## config.mk

```make
export PLATFORM = sky130hd
export DESIGN_NAME = irq_entry_seq
export DESIGN_NICKNAME = d
export VERILOG_FILES = /design/src/rtl/irq_entry_seq.sv
export SDC_FILE = /design/constraint.sdc
export NUM_CORES = 1
export LEC_CHECK = 0
export BUFFER_PORTS_ARGS = -buffer_cell sky130_fd_sc_hd__clkbuf_2
export CAP_MARGIN = 20
export CORE_MARGIN = 2
export CORE_UTILIZATION = 49
export CTS_CLUSTER_DIAMETER = 200
export DETAILED_ROUTE_END_ITERATION = 12
export GPL_TIMING_DRIVEN = 0
export PLACE_DENSITY = 0.86
export SLEW_MARGIN = 20
export SYNTH_ARGS = -nofsm -noshare
export SYNTH_HDL_FRONTEND = slang
export SYNTH_SLANG_ARGS = --single-unit
```

## constraint.sdc

```tcl
create_clock -name clk -period 2.3 [get_ports clk]
set_input_delay 0.69 -clock clk [delete_from_list [all_inputs] [get_ports clk]]
set_output_delay 0.69 -clock clk [all_outputs]
set_load 0.01 [all_outputs]
```

## src/rtl/irq_entry_seq.sv

```systemverilog
module irq_entry_seq #(
  parameter logic [15:0] VEC_TIMER  = 16'hFFFA,
  parameter logic [15:0] VEC_IRQ1   = 16'hFFF8,
  parameter logic [15:0] VEC_IRQ2   = 16'hFFF6,
  parameter logic [15:0] STACK_BASE = 16'h2100
) (
  input  logic        clk,
  input  logic        rst_n,
  input  logic [2:0]  irq_req,
  input  logic        insn_last,
  input  logic        brk_req,
  input  logic [15:0] pc_in,
  input  logic [7:0]  sp_in,
  input  logic [7:0]  ps_in,
  input  logic [7:0]  bus_rdata,
  output logic [15:0] bus_addr,
  output logic [7:0]  bus_wdata,
  output logic        bus_rd,
  output logic        bus_wr,
  output logic        pc_load,
  output logic [15:0] pc_out,
  output logic        sp_load,
  output logic [7:0]  sp_out,
  output logic        ps_load,
  output logic [7:0]  ps_out,
  output logic        busy,
  output logic        done
);

  localparam int FL_I = 2;
  localparam int FL_D = 3;
  localparam int FL_B = 4;
  localparam int FL_T = 5;
  localparam logic [7:0] CLR_MASK = ~((8'd1 << FL_D) | (8'd1 << FL_T));

  typedef enum logic [3:0] {
    S_IDLE, S_D0, S_D1, S_D2, S_PCH, S_PCL, S_D3, S_D4, S_PS, S_VL, S_VH
  } st_t;

  st_t         st;
  logic [2:0]  pend_q, cap_q;
  logic        brk_q;
  logic [15:0] pc_q;
  logic [7:0]  sp_q, ps_q, vlo_q;
  logic        go_brk, go_irq, push;
  logic [15:0] vec;

  assign go_brk = (st == S_IDLE) && brk_req;
  assign go_irq = (st == S_IDLE) && !brk_req && insn_last && (pend_q != 3'b000);
  assign push   = (st == S_PCH) || (st == S_PCL) || (st == S_PS);

  always_ff @(posedge clk or negedge rst_n) begin
    if (!rst_n) pend_q <= 3'b000;
    else        pend_q <= ps_in[FL_I] ? 3'b000 : irq_req;
  end

  always_ff @(posedge clk or negedge rst_n) begin
    if (!rst_n) begin
      st <= S_IDLE;
    end else begin
      case (st)
        S_IDLE:  st <= go_brk ? S_D2 : (go_irq ? S_D0 : S_IDLE);
        S_D0:    st <= S_D1;
        S_D1:    st <= S_D2;
        S_D2:    st <= S_PCH;
        S_PCH:   st <= S_PCL;
        S_PCL:   st <= S_D3;
        S_D3:    st <= S_D4;
        S_D4:    st <= S_PS;
        S_PS:    st <= S_VL;
        S_VL:    st <= S_VH;
        default: st <= S_IDLE;
      endcase
    end
  end

  always_ff @(posedge clk or negedge rst_n) begin
    if (!rst_n) begin
      cap_q <= 3'b000;
      brk_q <= 1'b0;
      pc_q  <= 16'h0000;
      ps_q  <= 8'h00;
    end else if (go_brk || go_irq) begin
      cap_q <= pend_q;
      brk_q <= go_brk;
      pc_q  <= pc_in;
      ps_q  <= ps_in;
    end
  end

  always_ff @(posedge clk or negedge rst_n) begin
    if (!rst_n)                sp_q <= 8'h00;
    else if (go_brk || go_irq) sp_q <= sp_in;
    else if (push)             sp_q <= sp_q - 8'd1;
  end

  always_ff @(posedge clk or negedge rst_n) begin
    if (!rst_n)           vlo_q <= 8'h00;
    else if (st == S_VL)  vlo_q <= bus_rdata;
  end

  always_comb begin
    if (brk_q)         vec = VEC_IRQ2;
    else if (cap_q[0]) vec = VEC_TIMER;
    else if (cap_q[1]) vec = VEC_IRQ1;
    else               vec = VEC_IRQ2;
  end

  always_comb begin
    bus_addr  = pc_q;
    bus_wdata = 8'h00;
    case (st)
      S_PCH: begin
        bus_addr  = STACK_BASE + {8'h00, sp_q};
        bus_wdata = pc_q[15:8];
      end
      S_PCL: begin
        bus_addr  = STACK_BASE + {8'h00, sp_q};
        bus_wdata = pc_q[7:0];
      end
      S_PS: begin
        bus_addr  = STACK_BASE + {8'h00, sp_q};
        bus_wdata = brk_q ? (ps_q | (8'd1 << FL_B)) : (ps_q & ~(8'd1 << FL_B));
      end
      S_VL:    bus_addr = vec;
      S_VH:    bus_addr = vec + 16'd1;
      S_IDLE:  bus_addr = 16'h0000;
      default: bus_addr = pc_q;
    endcase
  end

  assign bus_wr  = push;
  assign bus_rd  = (st != S_IDLE) && !push;
  assign sp_load = push;
  assign sp_out  = sp_q - 8'd1;
  assign ps_load = (st == S_PS);
  assign ps_out  = (ps_q & CLR_MASK) | (8'd1 << FL_I);
  assign pc_load = (st == S_VH);
  assign pc_out  = {bus_rdata, vlo_q};
  assign done    = (st == S_VH);
  assign busy    = (st != S_IDLE);

endmodule

```

==> summary.txt, run 1 <==
Status
  • Outcome: finished with violations
  • Failing checks: setup timing

Critical path
  • Kind of critical path: register to output pin
  • Launching point of the worst reg2reg path: st[1]
  • Standard cell with the maximum stage delay on the critical path: a221o_2
  • Type of origin of the critical path: register
  • Register-to-register path setup slack: -30 ps
  • Kind of end point of the critical path: output pin
  • Cell class contributing the biggest share of worst-path delay: compound AO/OA/AOI/OAI gates
  • R2R cell count: 10
  • Data required time at the worst endpoint: 1610 ps
  • Worst Path Max Fanout: 8
  • Bufs and invs on worst path: 2
  • Arrival time of the worst setup path: 1960 ps
  • FF-to-FF End: pc_q[5]
  • Critical Path, Cell by Cell: buf_6, o21bai_4, a221o_2, a221o_1, buf_2
  • Critical Path Max Stage Delay: 430 ps

Power
  • Switching power total: 0.00294 W
  • Sw frac: 44.0%
  • Part of the total power dissipated in combinational logic: 65.0%
  • Clock Power Share: 9.5%
  • Part of the power in registers: 25.5%
  • Areal power density over the cells: 1640 nW/um^2
  • Design Power: 0.00668 W
  • Max VDD drop: 957 uV
  • Reported leakage power: 2.23 nW
  • Pint: 0.00374 W

Floorplanning
  • Vert. Die Dim: 78.7 microns
  • Starting density of the core: 50.3%
  • I/O pin count: 110
  • Core Box Area: 5440 sq um
  • Die X: 78.7 microns
  • Die Footprint: 6200 sq um
  • Row count: 27

STA
  • Final max-slew violation count: 0
  • Slew headroom: 54.1%
  • Setup repair after global routing missed its margin: yes
  • Setup TNS: -6970 ps
  • Worst Setup Slack, final: -346 ps
  • Final Critical Period: 2650 ps
  • Final clock skew: 10.0 ps
  • Number of hold-slack violations in the final timing report: 0
  • Final setup vio count: 34
  • Slew at the pin closest to its max-slew limit: 688 ps
  • Peak clock frequency supported by timing: 378 MHz
  • Final period utilization: 115%

Global routing
  • Vias in the first global route: 2793
  • Overflow left after global routing: 0
  • First-pass GRT wire length: 13.5 mm
  • Initial antenna violation count: 0
  • Maximum number of pins on one net before global-route repair: 51
  • Aggregate global-route resource usage: 28.5%

Yosys
  • Compound-Gate Fraction of Synth Area: 15.9%
  • Number of synthesized register bits: 50
  • Post-synth EDFFs: 0
  • Synthesized cell area: 2740 sq um
  • Parity-gate share of the synthesized area counting xor and xnor cells: 1.92%
  • Most common library cells after synthesis: 88 x nand2_1, 50 x dfrtp_1, 18 x buf_4, 18 x nor2_1, 16 x inv_1
  • Number of warnings issued by yosys: 0
  • Synthesized instance count: 303
  • Number of distinct library cells after synthesis: 47
  • Average size of a mapped cell: 9.03 sq um
  • Main combinational cell family by area after synthesis: simple AND/OR/NAND/NOR gates
  • Register area share after synthesis: 45.7%
  • Mux cell area share after synthesis: 3.29%
  • Portion of synthesized cell area occupied by the leading cell type: 45.7%
  • Basic-gate share of the synthesized area counting and, or, nand and nor cells: 22.1%
  • Top area cells in the synthesized netlist: dfrtp_1 46%, nand2_1 12%, buf_4 4.9%, a221o_1 3.3%, mux2_2 3.3%
  • Leading area contributor after synthesis: dfrtp_1
  • Most common flop cell mapped by yosys: dfrtp_1
  • Library cell with the highest instance count after synthesis: nand2_1
  • Async set-reset flop share out of synthesis: 100%
  • Synth Area in Adders: 0.457%

Route
  • DRC marker count from the first detailed-route iteration: 291
  • Drt first pass iters: 5
  • Number of DRC violations after detailed routing: 0
  • Routed Wire Length: 9.34 mm
  • DRT antenna net count: 0
  • Routed via count: 2981
  • Average detailed-routed wire length per instance: 17.6 microns
  • Per-cell via count in the routed design: 5.61

Worst hold path
  • Classification of the worst-slack hold path: input port to async pin

Placed design
  • Last weighted congestion value of the routability-driven placer: 0.869
  • Number of I/O port buffers: 106
  • Placed wire-length estimate: 5.68 mm
  • Total instance count after detailed placement: 482
  • Standard cell area after detailed placement: 3370 sq um

Clocking
  • Clock tree from TritonCTS: built
  • Count of clock tree sinks: 50
  • TritonCTS Buffers: 5
  • Insertion delay of the later-clocked pin in the worst-skew pair: 310 ps
  • Worst-path clk slew: 100 ps
  • CTS Root Buffer Type: clkbuf_8
  • Cts-stage hold buffer count: 0
  • Number of H-tree branching levels: 2
  • Clock Path Buffers: 2

Cells and area
  • Fraction of layout cells with a size suffix above 1: 50.8%
  • Design area: 4090 sq um
  • Post-layout net count: 506
  • Number of standard cells in the final layout excluding fillers: 531
  • Ant. Diodes: 0
  • Filler cell count: 376
  • Signed area change from the synthesized netlist to the final layout: 49.4%

Job
  • Max_cap viols: 0
==> what timing repair did <==
| action | 4_1_cts | 5_1_grt |
|---|---|---|
| resized for setup | 45 | 50 |
| buffers inserted | 30 | 15 |
| pin swaps | 17 | 19 |
| setup endpoints to repair | 34 | 42 |
| gates cloned | 1 | 0 |
==> metal layers <==
metal  global-route usage (%)  vias to the layer above  routed length, microns
met4                     13.5                        0                     448
met2                     50.7                      197                    4730
li1                         -                     1323                       -
met3                     3.86                       45                     702
met1                     33.9                     1416                    3460
met5                        0                        -                       0
==> worst max path at each step <==
stage | from | endpoint | slack, ps | cells after the start
2_1_floorplan | st[0] | bus_addr[2] | 20 | 6
3_3_place_gp | st[3] | bus_wdata[0] | -470 | 6
3_5_place_dp | st[3] | bus_wdata[4] | -500 | 6
4_1_cts | st[1] | bus_addr[3] | -290 | 5
5_1_grt | st[1] | bus_addr[3] | -370 | 5
6_report | st[1] | bus_addr[3] | -350 | 5
==> cell families after synthesis <==
logic type	Yosys count
other	2
and+or+nand+nor	133
DFF	50
buffers and inverters	49
AOI/OAI and AO/OA	54
xor gates and xnor gates	6
muxes	8
adders and majority gates	1
==> power by group through the flow <==
stage	clock network (W)	logic, W	registers, W
after floorplan	0	0.00204	0.00161
after global placement	0	0.00297	0.00167
after detailed placement	0	0.00307	0.00170
after CTS	0.000628	0.00377	0.00166
after global routing	0.000658	0.00464	0.00173
final	0.000635	0.00435	0.00170
==> stage by stage <==
stage	setup slack (ps)	hold WS, ps	utilization, %
6_report	-346	434	75.1
5_1_grt	-371	500	75.1
4_1_cts	-286	464	71.1
3_5_place_dp	-496	464	62.0
3_3_place_gp	-468	460	61.9
2_1_floorplan	24.4	394	-
==> cell usage in the layout (no fill, tap or decap), types with 4 or more instances in the layout <==
cell       n
nand2_1   86
buf_6     15
and3_1     4
clkbuf_4   4
a21oi_1    4
buf_4     50
clkbuf_8   8
nor2_1    11
inv_1     12
buf_2     12
nor2_4     5
o21ai_0    5
a221o_1    8
clkbuf_2  93
mux2_2     8
dfrtp_2    4
dfrtp_1   46
a21o_1     7
a222oi_1   8
==> final cells by class <==
class	count	area, sq um	area share [%]
Sequential cell	50	1260	30.8
Clock buffer	6	72.6	1.78
Clock inverter	2	37.5	0.919
Tap cell	72	90.1	2.21
Inverter	16	65.1	1.59
Multi-Input combinational cell	205	1380	33.9
Buffer	33	270	6.62
Timing Repair Buffer	147	910	22.3
==> state kept, by name, indices dropped and copies added, names as in the netlist <==
name and count:
cap_q 2, brk_q 1, vlo_q 8, ps_q 8
pc_q 16, sp_q 8, st 4, pend_q 3
Power figures use the tool's default switching activity.
==> inputs of run 2 (changes only) <==
Settings changed: PLACE_DENSITY 0.86 to default, PLACE_DENSITY_LB_ADDON from default to 0.3.
==> run 2 against run 1 <==
  * The run still ends with setup timing left
  * Maximum frequency down 2.3%
  * Setup slack got worse by 61 ps
  * Core utilization rose by 1.0 points
  * Sequential cell count unchanged
  * Die area stayed put
  * Combinational power rose by 2%
  * Sequential share of layout area down 0.42 points
  * Clock power is 1% lower
  * Sequential power about the same
  * Final cell count up 0.38%
  * Wire length shrank 4.4%
==> summary.txt, run 2 (synthesis gave the netlist of run 1 again) <==
Route
  • Average detailed-routed wire length per instance: 16.7 microns (-4.8%)
  • Routed Wire Length: 8.92 mm (-4.4%)
  • Drt first pass iters: 6 (+1)
  • Number of DRC violations after detailed routing: 0 (unchanged)
  • Per-cell via count in the routed design: 5.47 (-2.5%)
  • DRT antenna net count: 0 (unchanged)
  • DRC marker count from the first detailed-route iteration: 373 (+28%)
  • Routed via count: 2917 (-2.1%)

STA
  • Number of hold-slack violations in the final timing report: 0 (unchanged)
  • Final Critical Period: 2710 ps (+61.4 ps)
  • Final max-slew violation count: 0 (unchanged)
  • Peak clock frequency supported by timing: 369 MHz (-2.3%)
  • Worst Setup Slack, final: -407 ps (-61.4 ps)
  • Setup repair after global routing missed its margin: yes
  • Final clock skew: 6.83 ps (-3.18 ps)
  • Slew headroom: 54.5% (+0.34 points)
  • Final worst hold slack: 441 ps (+7.69 ps)
  • Final setup vio count: 32 (-5.9%)
  • Slew at the pin closest to its max-slew limit: 683 ps (-5.04 ps)
  • Final period utilization: 118% (+2.7 points)

Status
  • Failing checks: setup timing
  • Outcome: finished with violations

Cells and area
  • Ant. Diodes: 0 (unchanged)
  • Signed area change from the synthesized netlist to the final layout: 51.4%
  • Post-layout net count: 508 (+0.40%)
  • Design area: 4140 sq um (+1.4%)
  • Most used cells in the layout excluding fill and tap cells: 86 x nand2_1, 84 x clkbuf_2, 47 x buf_4
  • Max FFs per register: 16 (unchanged)
  • Number of standard cells in the final layout excluding fillers: 533 (+0.38%)
  • Fraction of layout cells with a size suffix above 1: 50.5% (-0.22 points)
  • Register bank with the most flops: pc_q
  • Utilization after layout: 76.1% (+1.0 points)
  • Most common cell after layout, fill and taps aside: nand2_1

Clocking
  • Worst-path clk slew: 100 ps (about the same)
  • Count of clock tree sinks: 50 (unchanged)
  • TritonCTS Buffers: 5 (unchanged)
  • Insertion delay of the later-clocked pin in the worst-skew pair: 310 ps (about the same)
  • Cts-stage hold buffer count: 0 (unchanged)
  • Clock Path Buffers: 2 (unchanged)
  • Number of H-tree branching levels: 2 (unchanged)
  • CTS Root Buffer Type: clkbuf_8
  • Clock tree from TritonCTS: built

Floorplanning
  • I/O pin count: 110 (unchanged)
  • Die X: 78.7 microns (unchanged)
  • Core Box Area: 5440 sq um (unchanged)
  • Row count: 27 (unchanged)
  • Die Footprint: 6200 sq um (unchanged)
  • Starting density of the core: 50.3% (unchanged)
  • Vert. Die Dim: 78.7 microns (unchanged)

Placed design
  • Standard cell area after detailed placement: 3370 sq um (unchanged)
  • Placed wire-length estimate: 5.47 mm (-3.8%)
  • Number of I/O port buffers: 106 (unchanged)
  • Last weighted congestion value of the routability-driven placer: 0.871 (+0.28%)
  • Total instance count after detailed placement: 482 (unchanged)

Power
  • Max VDD drop: 874 uV (-8.7%)
  • Pint: 0.00387 W (+3.3%)
  • Switching power total: 0.00291 W (-1.1%)
  • Clock Power Share: 9.3% (-0.2 points)
  • Part of the power in registers: 25.3% (-0.2 points)
  • Sw frac: 42.9% (-1.1 points)
  • Part of the total power dissipated in combinational logic: 65.4% (+0.4 points)
  • Reported leakage power: 2.26 nW (+1.2%)
  • Areal power density over the cells: 1640 nW/um^2 (about the same)

Critical path
  • Kind of critical path: register to output pin
  • Kind of end point of the critical path: output pin
  • Arrival time of the worst setup path: 2020 ps (+60 ps)
  • R2R cell count: 5 (-5)
  • FF-to-FF End: st[0]
  • Data required time at the worst endpoint: 1610 ps (about the same)
  • Register-to-register path setup slack: 80 ps (+110 ps)
  • Launching point of the worst reg2reg path: pend_q[1]
  • Type of origin of the critical path: register
  • Worst Path Max Fanout: 3 (-5)

Worst hold path
  • Classification of the worst-slack hold path: input port to async pin

Global routing
  • First-pass GRT wire length: 13.4 mm (-0.51%)
  • Initial antenna violation count: 0 (unchanged)
  • Maximum number of pins on one net before global-route repair: 51 (unchanged)
  • Overflow left after global routing: 0 (unchanged)
  • Aggregate global-route resource usage: 28.2% (-0.22 points)
  • Vias in the first global route: 2711 (-2.9%)

Job
  • Max_cap viols: 0 (unchanged)
## run 2: repair_timing
action | 4_1_cts | 5_1_grt
gates cloned | 1 | 0
buffers inserted | 32 | 15
pin swaps | 29 | 23
endpoints found under the setup margin | 34 | 67
resized for setup | 62 | 47
## run 2: stage by stage
| step | power, W | worst slack (ps) | setup TNS, ps |
|---|---|---|---|
| finish | 0.00678 | -407 | -5380 |
| global route | 0.00717 | -476 | -7610 |
| CTS | 0.00630 | -331 | -5980 |
| detailed placement | 0.00475 | -506 | -7300 |
| global placement | 0.00466 | -499 | -7060 |
| floorplan | 0.00366 | 24.4 | 0 |
## run 2: power groups by stage
| stage | Clock, W | Sequential [W] | Combinational (W) |
|---|---|---|---|
| after floorplan | 0 | 0.00161 | 0.00204 |
| after global placement | 0 | 0.00168 | 0.00298 |
| after CTS | 0.000634 | 0.00167 | 0.00399 |
| after detailed placement | 0 | 0.00170 | 0.00304 |
| final | 0.000628 | 0.00172 | 0.00443 |
| after global routing | 0.000664 | 0.00175 | 0.00476 |
## run 2: critical path, stage by stage, from the launching register on
cell and delay (ps):
dfrtp_1 430, buf_6 140, or4_4 520, nor4_4 220
xor2_2 230, buf_2 170
## run 2: worst max path at each step
| stage | from | to | slack, ps | cells past startpoint |
|---|---|---|---|---|
| 2_1_floorplan | st[0] | bus_addr[2] | 20 | 6 |
| 3_3_place_gp | st[3] | bus_wdata[0] | -500 | 6 |
| 3_5_place_dp | st[3] | bus_wdata[0] | -510 | 6 |
| 4_1_cts | sp_q[1] | sp_out[7] | -330 | 5 |
| 5_1_grt | sp_q[1] | sp_out[7] | -480 | 5 |
| 6_report | sp_q[1] | sp_out[7] | -410 | 5 |
## run 2: area by class of cell
cell class              count  area, sq um
plain buffers              32          267
inverters                  16         65.1
repair buffers            150          976
well taps                  72         90.1
multi-input cells         205         1380
clock inverters             1         30.0
fillers                   385         1300
flip-flops and latches     50         1260
clock buffers               7         76.3
## run 2: metal layers
metal | vias to the layer above | GRT usage (%) | share of wire, %
met5 | - | 0 | 0
met3 | 22 | 4.66 | 8.4
met4 | 0 | 9.47 | 1.9
met1 | 1401 | 36.9 | 39
met2 | 172 | 47.9 | 50
li1 | 1322 | - | -
==> inputs of run 3 (changes only) <==
Settings changed: ABC_AREA from default to 1, HOLD_SLACK_MARGIN from default to 0.1.
==> run 3 against run 2 <==
  * Wire length fell by 9.0%
  * Maximum frequency rose by 9.0%
  * Sequential cell count did not move
  * The run still ends with setup timing left
  * Register-to-register slack improved by 380 ps
  * Setup slack improved by 220 ps
  * Combinational power fell by 17%
==> summary.txt, run 3 <==
Global routing
  • Met3 usage: 3.52% (-1.1 points)
  • GR Layer Usage met2: 45.7% (-2.2 points)
  • Vias in the first global route: 2803 (+3.4%)
  • Initial antenna violation count: 0 (unchanged)
  • GR Util met1: 31.6% (-5.3 points)
  • Busiest layer in global routing: met2
  • First-pass GRT wire length: 12.9 mm (-4.0%)
  • Aggregate global-route resource usage: 26.5% (-1.7 points)
  • Maximum number of pins on one net before global-route repair: 51 (unchanged)
  • Overflow left after global routing: 0 (unchanged)

STA
  • Final clock skew: 8.87 ps (+2.04 ps)
  • Final Critical Period: 2480 ps (-224 ps)
  • Worst Setup Slack, final: -183 ps (+224 ps)
  • Final worst hold slack: 428 ps (-13.2 ps)
  • Final period utilization: 108% (-9.8 points)
  • Peak clock frequency supported by timing: 403 MHz (+9.0%)
  • Slew headroom: 54.7% (+0.26 points)
  • Slew at the pin closest to its max-slew limit: 679 ps (-3.95 ps)
  • Setup repair after global routing missed its margin: yes
  • Final setup vio count: 25 (-22%)
  • Final max-slew violation count: 0 (unchanged)
  • Number of hold-slack violations in the final timing report: 0 (unchanged)

Yosys
  • Average size of a mapped cell: 8.14 sq um (-9.8%)
  • Portion of synthesized cell area occupied by the leading cell type: 45.2% (-0.56 points)
  • Async set-reset flop share out of synthesis: 100% (unchanged)
  • Post-synth EDFFs: 0 (unchanged)
  • Leading area contributor after synthesis: dfrtp_1
  • Number of distinct library cells after synthesis: 29 (-38%)
  • Synthesized instance count: 340 (+12%)
  • Most common library cells after synthesis: 88 x nand2_1, 50 x dfrtp_1, 41 x inv_1
  • Most common flop cell mapped by yosys: dfrtp_1
  • Library cell with the highest instance count after synthesis: nand2_1
  • Synthesized cell area: 2770 sq um (+1.2%)
  • Number of synthesized register bits: 50 (unchanged)
  • Top area cells in the synthesized netlist: dfrtp_1 45%, nand2_1 12%, inv_1 5.6%, buf_4 5.2%, o21ai_1 4.9%
  • Register area share after synthesis: 45.2% (-0.56 points)
  • Number of warnings issued by yosys: 0 (unchanged)

Power
  • Areal power density over the cells: 1530 nW/um^2 (-6.8%)
  • Max VDD drop: 794 uV (-9.2%)
  • Design Power: 0.00585 W (-14%)
  • Reported leakage power: 2.06 nW (-9.1%)

Clocking
  • Worst-path clk slew: 100 ps (about the same)
  • Insertion delay of the later-clocked pin in the worst-skew pair: 310 ps (about the same)
  • Clock tree from TritonCTS: built
  • Clock Path Buffers: 2 (unchanged)
  • CTS Root Buffer Type: clkbuf_8
  • TritonCTS Buffers: 5 (unchanged)
  • Number of H-tree branching levels: 2 (unchanged)
  • Count of clock tree sinks: 50 (unchanged)

Placed design
  • Standard cell area after detailed placement: 3400 sq um (+0.78%)
  • Setup slack at placement: -29.6 ps (+476 ps)
  • Placed wire-length estimate: 5.43 mm (-0.69%)
  • Number of I/O port buffers: 106 (unchanged)
  • Last weighted congestion value of the routability-driven placer: 0.884 (+1.4%)

Floorplanning
  • I/O pin count: 110 (unchanged)
  • Vert. Die Dim: 79.2 microns (+0.58%)
  • Row count: 27 (unchanged)
  • Core Box Area: 5470 sq um (+0.62%)
  • Starting density of the core: 50.6% (+0.31 points)
  • Die X: 79.2 microns (+0.58%)
  • Die Footprint: 6270 sq um (+1.2%)

Critical path
  • Cell seen most often among critical-path stages: nor2_4
  • Kind of end point of the critical path: output pin
  • Standard cell with the maximum stage delay on the critical path: dfrtp_2
  • Data required time at the worst endpoint: 1610 ps (about the same)
  • Bufs and invs on worst path: 4 (+2)
  • Register-to-register path setup slack: 460 ps (+380 ps)
  • Worst Path Max Fanout: 8 (+5)
  • Critical Path Max Stage Delay: 460 ps (-60 ps)
  • Type of origin of the critical path: register
  • Kind of critical path: register to output pin
  • Cell class contributing the biggest share of worst-path delay: buffers and inverters
  • Critical Path, Cell by Cell: inv_4, nor2_4, nand2_2, buf_4, nor2_4, buf_12, nand2_1, o221ai_2, buf_2
  • Arrival time of the worst setup path: 1790 ps (-230 ps)

Route
  • DRT antenna net count: 0 (unchanged)
  • Number of DRC violations after detailed routing: 0 (unchanged)
  • Routed via count: 2815 (-3.5%)
  • Per-cell via count in the routed design: 5.15 (-6.0%)
  • DRC marker count from the first detailed-route iteration: 254 (-32%)
  • Average detailed-routed wire length per instance: 14.8 microns (-11%)
  • Routed Wire Length: 8.12 mm (-9.0%)
  • Drt first pass iters: 6 (unchanged)

Cells and area
  • Most common cell after layout, fill and taps aside: clkbuf_2
  • Register bank with the most flops: pc_q
  • Filler cell count: 439 (+14%)
  • Post-layout net count: 522 (+2.8%)
  • Ant. Diodes: 0 (unchanged)
  • Signed area change from the synthesized netlist to the final layout: 38.6%
  • Design area: 3840 sq um (-7.3%)
  • Fraction of layout cells with a size suffix above 1: 45.3% (-5.3 points)
  • Max FFs per register: 16 (unchanged)
  • Most used cells in the layout excluding fill and tap cells: 85 x clkbuf_2, 81 x nand2_1, 46 x dfrtp_1

Status
  • Failing checks: setup timing
  • Outcome: finished with violations

Job
  • Max_cap viols: 0 (unchanged)

Worst hold path
  • Classification of the worst-slack hold path: input port to async pin
run 3: kinds of logic (layout without fill, tap and decap cells):
kind of cell | count (synthesis) | in the layout | share of synthesized area [%]
buffers and inverters | 74 | 208 | 14.1
and+or+nand+nor | 146 | 146 | 24.4
xor gates and xnor gates | 3 | 3 | 0.949
DFF | 50 | 50 | 45.2
muxes | 8 | 8 | 3.25
adders and majority gates | 1 | 1 | 0.452
other | 2 | 3 | 0.271
AOI/OAI and AO/OA | 56 | 56 | 11.3
run 3: area by class of cell:
type / count / area, sq um / share of cell area, %
Buffer: 28 / 230 / 6.00
Clock buffer: 6 / 82.6 / 2.15
Clock inverter: 2 / 16.3 / 0.424
Inverter: 46 / 180 / 4.70
Multi-Input combinational cell: 217 / 1260 / 32.8
Sequential cell: 50 / 1260 / 32.7
Tap cell: 72 / 90.1 / 2.35
Timing Repair Buffer: 126 / 722 / 18.8
run 3: path summary, 6_finish.rpt:
kind | start | end | depth (start not counted)
worst min-delay path | rst_n | vlo_q[4] | 1
worst min register to register | pend_q[0] | cap_q[0] | 2
worst max-delay path | st[2] | bus_wdata[2] | 9
min in group clk | pend_q[0] | cap_q[0] | 2
max in group asynchronous | rst_n | st[2] | 1
worst max register to register | st[2] | sp_q[2] | 10
run 3: worst register-to-register path, cell delays in order (launching register included):
cell and delay (ps):
dfrtp_2 470, inv_4 90, buf_4 110, nand2_2 80
nor2_8 130, buf_4 180, nand2_4 100, nand2_2 110
buf_2 270, nand2_1 110, nand3_1 120
run 3: per-stage QoR:
step	TNS [ps]	instances	util (%)
2_1_floorplan	0	341	-
5_1_grt	-5380	547	70.1
3_3_place_gp	0	519	62.0
4_1_cts	-2330	539	67.5
3_5_place_dp	-112	519	62.0
6_report	-3840	547	70.1
run 3: what timing repair did:
item                                    4_1_cts  5_1_grt
hold buffers                                  0        0
resized for setup                            30       39
pin swaps                                    13        1
setup buffers                                12        8
endpoints found under the setup margin       27       29
run 3: power by group:
part / switching (W) / internal [W]
Sequential: 0.000346 / 0.00130
Clock: 0.000306 / 0.000248
Combinational: 0.00210 / 0.00156
Total: 0.00275 / 0.00310
run 3: per-layer routing:
| metal | vias up | share of wire [%] |
|---|---|---|
| met1 | 1297 | 39 |
| met4 | 0 | 3.2 |
| met2 | 152 | 50 |
| met5 | - | 0 |
| li1 | 1338 | - |
| met3 | 28 | 7.9 |
